<file path="src/rtl/bac_pkg.sv">
package bac_pkg;
  typedef enum logic [1:0] {
    MODE_CLEAR = 2'd0,
    MODE_LOAD  = 2'd1,
    MODE_HOLD  = 2'd2,
    MODE_STEP  = 2'd3
  } bac_mode_e;
endpackage

</file>
<file path="src/rtl/bac_prio_decode.sv">
module bac_prio_decode
  import bac_pkg::*;
(
  input  logic      clr_n,
  input  logic      load_n,
  input  logic      step_n,
  output bac_mode_e mode
);
  // fixed precedence: clear, then load, then step, else hold
  always_comb begin
    if (!clr_n)       mode = MODE_CLEAR;
    else if (!load_n) mode = MODE_LOAD;
    else if (!step_n) mode = MODE_STEP;
    else              mode = MODE_HOLD;
  end
endmodule

</file>
<file path="src/rtl/bac_next_addr.sv">
module bac_next_addr
  import bac_pkg::*;
#(
  parameter int ADDR_W = 14
) (
  input  bac_mode_e         mode,
  input  logic [ADDR_W-1:0] ext_addr,
  input  logic [ADDR_W-1:0] prev_addr,
  output logic [ADDR_W-1:0] used_addr
);
  localparam logic [ADDR_W-1:0] ONE = ADDR_W'(1);

  always_comb begin
    unique case (mode)
      MODE_CLEAR: used_addr = '0;
      MODE_LOAD:  used_addr = ext_addr;
      MODE_STEP:  used_addr = prev_addr + ONE; // natural wrap at all ones
      default:    used_addr = prev_addr;
    endcase
  end
endmodule

</file>
<file path="src/rtl/bac_addr_reg.sv">
module bac_addr_reg #(
  parameter int ADDR_W = 14
) (
  input  logic              clk,
  input  logic              rst_n,
  input  logic [ADDR_W-1:0] d,
  output logic [ADDR_W-1:0] q
);
  always_ff @(posedge clk or negedge rst_n) begin
    if (!rst_n) q <= '0;
    else        q <= d;
  end
endmodule

</file>
<file path="src/rtl/burst_addr_counter.sv">
module burst_addr_counter
  import bac_pkg::*;
#(
  parameter int ADDR_W = 14
) (
  input  logic              clk,
  input  logic              rst_n,
  input  logic [ADDR_W-1:0] ext_addr,
  input  logic              load_n,
  input  logic              step_n,
  input  logic              clr_n,
  output logic [ADDR_W-1:0] addr_used
);
  bac_mode_e         mode;
  logic [ADDR_W-1:0] prev_q;

  bac_prio_decode u_dec (
    .clr_n  (clr_n),
    .load_n (load_n),
    .step_n (step_n),
    .mode   (mode)
  );

  bac_next_addr #(.ADDR_W(ADDR_W)) u_nxt (
    .mode      (mode),
    .ext_addr  (ext_addr),
    .prev_addr (prev_q),
    .used_addr (addr_used)
  );

  bac_addr_reg #(.ADDR_W(ADDR_W)) u_reg (
    .clk   (clk),
    .rst_n (rst_n),
    .d     (addr_used),
    .q     (prev_q)
  );
endmodule

</file>
<file path="config.mk">
export PLATFORM = sky130hd
export DESIGN_NAME = burst_addr_counter
export DESIGN_NICKNAME = d
export VERILOG_FILES = /design/src/rtl/bac_pkg.sv /design/src/rtl/bac_prio_decode.sv /design/src/rtl/bac_next_addr.sv /design/src/rtl/bac_addr_reg.sv /design/src/rtl/burst_addr_counter.sv
export SDC_FILE = /design/constraint.sdc
export NUM_CORES = 1
export LEC_CHECK = 0
export BUFFER_PORTS_ARGS = -buffer_cell sky130_fd_sc_hd__buf_2
export CORE_MARGIN = 2
export CORE_UTILIZATION = 45
export CTS_BUF_LIST = sky130_fd_sc_hd__clkbuf_2 sky130_fd_sc_hd__clkbuf_4 sky130_fd_sc_hd__clkbuf_8
export DETAILED_ROUTE_END_ITERATION = 16
export MAX_ROUTING_LAYER = met4
export PLACE_DENSITY = 0.77
export SYNTH_ARGS = -nofsm -noshare
export SYNTH_HDL_FRONTEND = slang
export SYNTH_SLANG_ARGS = --single-unit
</file>
<file path="constraint.sdc">
create_clock -name clk -period 1.45 [get_ports clk]
set_input_delay 0.2175 -clock clk [delete_from_list [all_inputs] [get_ports clk]]
set_output_delay 0.2175 -clock clk [all_outputs]
set_load 0.02 [all_outputs]
</file>
==> results.md, run 1 <==
* Vias in the first global route at 902
* Final Hold Viols at 0
* Leak at 0.687 nW
* Final Power at 1.08 mW
* Hold Slack at 0.193 ns
* Port Buffers at 32
* Final Instance Area at 1530 um^2
* H-tree lvl count at 1
* Final Core Density at 0.865
* Die Span Y at 48.0 um
* First-pass GRT wire length at 3.86 mm
* VDD IR max at 0.470 mV
* HP Start: ext_addr[3]
* Min-Delay Path Class: input port to register
* Post-synthesis cell type count at 32
* FMAX at 482 MHz
* Synthesis-to-finish area growth at 75.3%
* Placed Instance Area at 1210 um^2
* Routed len/inst at 16.6 um
* Share of the synthesized area in the top cell type at 0.402
* Worst setup SP type: register
* Final Max Tran Viols at 0
* Critical path class: register to output port
* Pwr/cell area at 704 nW/um^2
* Total track usage at 0.251
* Antenna violations before repair at 0
* Final-report setup violation count at 21
* Diodes inserted at 0
* Violated checks: negative setup slack
* Synth Net Count at 110
* 1st-iter DRT viols at 12
* Die area at 2300 um^2
* Status: complete, but fails checks
* Vias at 954
* Final ANT Viol Nets at 0
* CTS max path bufs at 2
* Mapped Avg Cell Area at 9.68 um^2
* Max reg flops at 14
* I/O Pins at 33
* DPL Wire Length at 1.58 mm
* Largest Register: u_reg.q
* Total negative slack at -7.54 ns
* Reg clk slew, reported paths at 0.08 ns
* Final #Nets at 171
* YS warnings at 0
* Layout Skew at 0.00958 ns
* Peak per-stage delay on the critical path at 0.42 ns
* Largest cells by area after synthesis: dfrtp_1, xnor2_1, a21oi_1
* WP data arrival at 1.86 ns
* Chip Width at 48.0 um
* Clock root cell: clkbuf_4
* Slew @ Worst Pin at 0.413 ns
* Mapped Cells at 90
* Minimum clock period at 2.07 ns
* Number of fill cells at 98
* Cells after DPL at 157
* Final Cycle Share at 1.43
* Reg2reg end: u_reg.q[5]
* WHS Endpoint: u_reg.q[3]
* Sequential fraction of the synthesis area at 0.402
* Largest net degree at the start of global routing at 17
* Largest area contributor in the netlist: dfrtp_1
* Vias/cell at 5.45
* Slew HR at 0.722
* Slowest CP cell: dfrtp_2
* CP Data Required Time at 1.23 ns
* Worst r2r src: u_reg.q[1]
* Crit-path max FO at 5
* Grt ovf at 0
* Worst path cell trace: buf_6 > nand4_4 > nor4b_4 > xnor2_1 > a21oi_2 > buf_4
* CP endpoint kind: output port
* Yosys reg bits at 14
* Pre-CTS WS at -0.371 ns
* Worst r2r path cells at 8
* Residual DRC at 0
* Setup ws final at -0.623 ns
* RePlAce Congestion at 0.866
* Non-filler cells, final at 175
* DRT Pass-1 Iters at 4
* CTS tree: built
* TritonCTS Buffers at 3
* Worst Hold Depth at 3
* R2R setup slack at -0.20 ns
* Synthesized area at 871 um^2
* Layout cell share with drive strength beyond 1 at 0.613
* Initial Utilization at 0.494
* Rows at 15
* Clock sink count at 14
* Top Registers: u_reg.q: 14 flops
* Final wirelength at 2.90 mm
* MaxCap Viol Count at 0
* Clock latency on the worst-skew pair at 0.30 ns
* RSZ-0062 raised after global routing: yes
* CORE AREA at 1760 um^2
[report_power, final]
| part | total [mW] | switching, mW | leakage [nW] | internal, mW |
|---|---|---|---|---|
| Clock | 0.296 | 0.142 | 0.0210 | 0.153 |
| Sequential | 0.451 | 0.0341 | 0.180 | 0.417 |
| Combinational | 0.328 | 0.159 | 0.486 | 0.169 |
| Total | 1.08 | 0.336 | 0.687 | 0.740 |
[layout make-up]
| cell class | count | area [um^2] | area share |
|---|---|---|---|
| clock buffer | 4 | 36.3 | 0.0238 |
| sequential | 14 | 353 | 0.231 |
| timing repair buffer | 61 | 459 | 0.301 |
| tap | 25 | 31.3 | 0.0205 |
| inverter | 2 | 7.51 | 0.00492 |
| multi-input combinational | 69 | 639 | 0.419 |
[logic make-up after synthesis]
family | Yosys count | share of synthesized area
compound gates | 24 | 0.174
xor+xnor | 10 | 0.101
fa+ha+maj | 1 | 0.0144
buf+inv | 7 | 0.0316
flops | 14 | 0.402
mux | 2 | 0.0230
simple gates | 32 | 0.254
[placed cells by master, fill, tap and decap left out, types with 2 or more instances in the layout]
cell,count
o21ai_0,7
inv_1,2
a21oi_2,7
buf_2,19
nand2b_1,2
buf_4,31
xnor2_2,3
o211a_1,2
nor2_4,2
buf_6,9
xnor2_1,6
dfrtp_1,12
nor2b_1,2
dfrtp_2,2
nand4_1,3
clkbuf_4,3
nand2_1,7
mux2i_1,2
[per-layer routing]
metal | track usage | part of all wire
met2 | 0.429 | 0.51
met3 | 0.0868 | 0.052
met4 | 0.0811 | 0.017
met1 | 0.271 | 0.42
met5 | - | 0
[timing repair]
action,CTS,global route
pin swaps,10,11
resized for setup,21,21
setup endpoints to repair,20,23
hold buffers,1,0
endpoints found under the hold margin,14,0
buffers inserted,10,5
[how the worst max path moves through the flow]
stage / start / to / slack (ns)
finish: u_reg.q[1] / addr_used[7] / -0.62
global route: u_reg.q[1] / addr_used[9] / -0.75
CTS: u_reg.q[1] / addr_used[13] / -0.59
detailed placement: u_reg.q[0] / addr_used[12] / -0.37
global placement: u_reg.q[0] / addr_used[12] / -0.29
floorplan: u_reg.q[0] / addr_used[12] / -0.15
[synth_stat cells]
cell type,instances
dfrtp_1,14
xnor2_1,9
a21oi_1,8
nand2_1,7
o21ai_0,7
clkbuf_1,4
nand4_1,3
nor2_1,3
nor2b_1,3
nor3_1,3
o211a_1,3
inv_1,2
mux2i_1,2
nand2b_1,2
nand3_1,2
nor4_2,2
a2111oi_0,1
a211oi_1,1
a21boi_0,1
and4_1,1
buf_2,1
ha_1,1
nand3b_1,1
nand4_4,1
nand4b_1,1
nor3b_1,1
nor4_1,1
nor4b_4,1
o211ai_1,1
o221ai_1,1
o22ai_1,1
xor2_1,1
[worst max-delay path: cells and delay by family (launching register included)]
family / cells / cell delay (ns)
XOR/XNOR: 1 / 0.14
AO/OA/AOI/OAI: 1 / 0.18
buffers and inverters: 2 / 0.29
AND/OR/NAND/NOR: 2 / 0.54
flip-flops: 1 / 0.42
(Power assumes the default switching activity.)
==> inputs of run 2 (changes only) <==
--- a/config.mk
+++ b/config.mk
@@ -5,13 +5,14 @@
 export SDC_FILE = /design/constraint.sdc
 export NUM_CORES = 1
 export LEC_CHECK = 0
+export ABC_AREA = 1
 export BUFFER_PORTS_ARGS = -buffer_cell sky130_fd_sc_hd__buf_2
 export CORE_MARGIN = 2
-export CORE_UTILIZATION = 45
+export CORE_UTILIZATION = 46
 export CTS_BUF_LIST = sky130_fd_sc_hd__clkbuf_2 sky130_fd_sc_hd__clkbuf_4 sky130_fd_sc_hd__clkbuf_8
 export DETAILED_ROUTE_END_ITERATION = 16
 export MAX_ROUTING_LAYER = met4
-export PLACE_DENSITY = 0.77
+export PLACE_DENSITY = 0.78
 export SYNTH_ARGS = -nofsm -noshare
 export SYNTH_HDL_FRONTEND = slang
 export SYNTH_SLANG_ARGS = --single-unit
==> results.md, run 2 <==
* Top Registers: u_reg.q: 14 flops
* Clock latency on the worst-skew pair at 0.30 ns
* Top_reg_cell synth: dfrtp_1
* Clock root cell: clkbuf_4
* Share of the synthesized area in the top cell type at 0.376
* CTS max path bufs at 2
* Final ANT Viol Nets at 0
* YS warnings at 0
* MaxCap Viol Count at 0
* Routed len/inst at 14.0 um
* Initial Utilization at 0.480
* Most instantiated cells after synthesis: nand2_1, nand3_1, dfrtp_1, inv_1, nor2_1
* Min-Delay Path Class: input port to register
* Setup ws final at -0.414 ns
* Leak at 0.756 nW
* Die Span Y at 49.0 um
* DPL Wire Length at 1.94 mm
* Yosys reg bits at 14
* Peak per-stage delay on the critical path at 0.43 ns
* CP Buf/Inv Count at 2
* R2R setup slack at -0.03 ns
* Worst setup SP type: register
* Commonest non-fill, non-tap cell in the layout: nand2_1
* Largest net degree at the start of global routing at 15
* Diodes inserted at 0
* Vias at 1137
* Final Cycle Share at 1.29
* Total track usage at 0.279
* RSZ-0062 raised after global routing: yes
* Layout Skew at 0.0106 ns
* Largest Register: u_reg.q
* Crit-path max FO at 4
* Crit. Startpoint: u_reg.q[1]
* Synthesized area at 932 um^2
* VDD IR max at 0.495 mV
* Pwr/cell area at 695 nW/um^2
* CTS tree: built
* Reg clk slew, reported paths at 0.09 ns
* Grt ovf at 0
* Final Hold Viols at 0
* Synthesis-to-finish area growth at 56.6%
* Chip Width at 49.0 um
* Most frequent CP cell: nand2_2
* WP data arrival at 1.65 ns
* Final Max Tran Viols at 0
* I/O Pins at 33
* Max reg flops at 14
* Delay-heaviest family, CP: simple AND/OR/NAND/NOR gates
* Antenna violations before repair at 0
* CP Data Required Time at 1.23 ns
* Layout cell share with drive strength beyond 1 at 0.451
* Critical path depth in cells at 8
* Post-synthesis cell type count at 19
* Minimum clock period at 1.86 ns
* CORE AREA at 1940 um^2
* Slew @ Worst Pin at 0.326 ns
* Synth Net Count at 151
* Final wirelength at 2.95 mm
* Hold Slack at 0.163 ns
* Worst r2r path cells at 8
* Die area at 2400 um^2
* Final #Nets at 205
* Crit path capture: addr_used[9]
* Mapped Cells at 131
* Clock sink count at 14
* CP endpoint kind: output port
* DRT Pass-1 Iters at 4
* Final-report setup violation count at 15
* Async S/R FF share, synth at 1.00
* Residual DRC at 0
* 1st-iter DRT viols at 33
* Largest cells by area after synthesis: dfrtp_1, nand2_1, nand3_1
* Most frequent cells in the layout: nand2_1, buf_4, buf_2
* First-pass GRT wire length at 4.96 mm
* Status: complete, but fails checks
* Sequential fraction of the synthesis area at 0.376
* Worst r2r src: u_reg.q[1]
* Most common cell in the netlist: nand2_1
* H-tree lvl count at 1
* Critical path class: register to output port
* Final Power at 1.01 mW
* FMAX at 536 MHz
* Violated checks: negative setup slack
* TritonCTS Buffers at 3
* Vias in the first global route at 1115
* Port Buffers at 32
* Vias/cell at 5.39
* Worst path cell trace: buf_4 > nand2_2 > nor2_4 > nand2_2 > o21bai_1 > nand3_1 > nand3_2 > buf_6
* Slew HR at 0.783
* Rows at 16
* Post-synth EDFFs at 0
* Reg2reg end: u_reg.q[5]
* Mapped Avg Cell Area at 7.12 um^2
* Largest area contributor in the netlist: dfrtp_1
* Slowest CP cell: dfrtp_1
* RePlAce Congestion at 0.842
==> run 2: metrics by stage <==
step                cells  cell area [um^2]  setup WS [ns]  TNS [ns]   util
global route          211              1460         -0.486     -5.62  0.752
detailed placement    199              1200         -0.142    -0.645  0.620
finish                211              1460         -0.414     -4.50  0.752
global placement      199              1200        -0.0573    -0.163  0.620
floorplan             131               937        0.00168         0      -
CTS                   210              1430         -0.403     -4.26  0.735
==> run 2: worst min-delay path: cells and delay by family <==
kind | cells | cell delay (ns)
buf+inv | 1 | 0.07
simple gates | 2 | 0.13
==> run 2: what timing repair did <==
action                                  in CTS  in global routing
pin swaps                                    9                 10
hold buffers                                 1                  0
gates resized for setup                     37                 11
endpoints found under the setup margin      14                 17
gates cloned                                 1                  0
setup buffers                                5                  2
hold endpoints to repair                    14                  0
==> run 2: per-layer routing <==
metal  share of wire  wire length (um)  track usage  vias to the layer above
met5               0                 0            -                        -
met4           0.024                70        0.114                        0
met3           0.072               212       0.0644                        8
met2            0.51              1510        0.466                       48
met1            0.39              1150        0.323                      539
li1                -                 -            -                      542
==> run 2: power breakdown <==
part | internal, mW | switching, mW | total (mW)
clock | 0.153 | 0.148 | 0.301
sequential | 0.415 | 0.0308 | 0.446
combinational | 0.130 | 0.138 | 0.268
total | 0.698 | 0.317 | 1.01
==> run 2: cell families after synthesis <==
family / share of synthesized area
AOI/OAI and AO/OA: 0.0980
adders and majority gates: 0.0134
buffers and inverters: 0.0591
DFF: 0.376
and+or+nand+nor: 0.454
==> run 2: final cells by class <==
cell class                 instances  area (um^2)
multi-input combinational        104          616
fill                             161          482
timing repair buffer              50          378
sequential                        14          352
inverter                          12         45.0
clock buffer                       4         36.3
tap                               27         33.8
==> run 2: how the worst min path moves through the flow <==
stage,start,end,slack [ns],cells after the start
2_1_floorplan,rst_n,u_reg.q[0],-0.08,0
3_3_place_gp,rst_n,u_reg.q[3],0.13,1
3_5_place_dp,rst_n,u_reg.q[3],0.14,1
4_1_cts,ext_addr[2],u_reg.q[2],0.16,3
5_1_grt,ext_addr[2],u_reg.q[2],0.18,3
6_report,ext_addr[11],u_reg.q[11],0.16,3
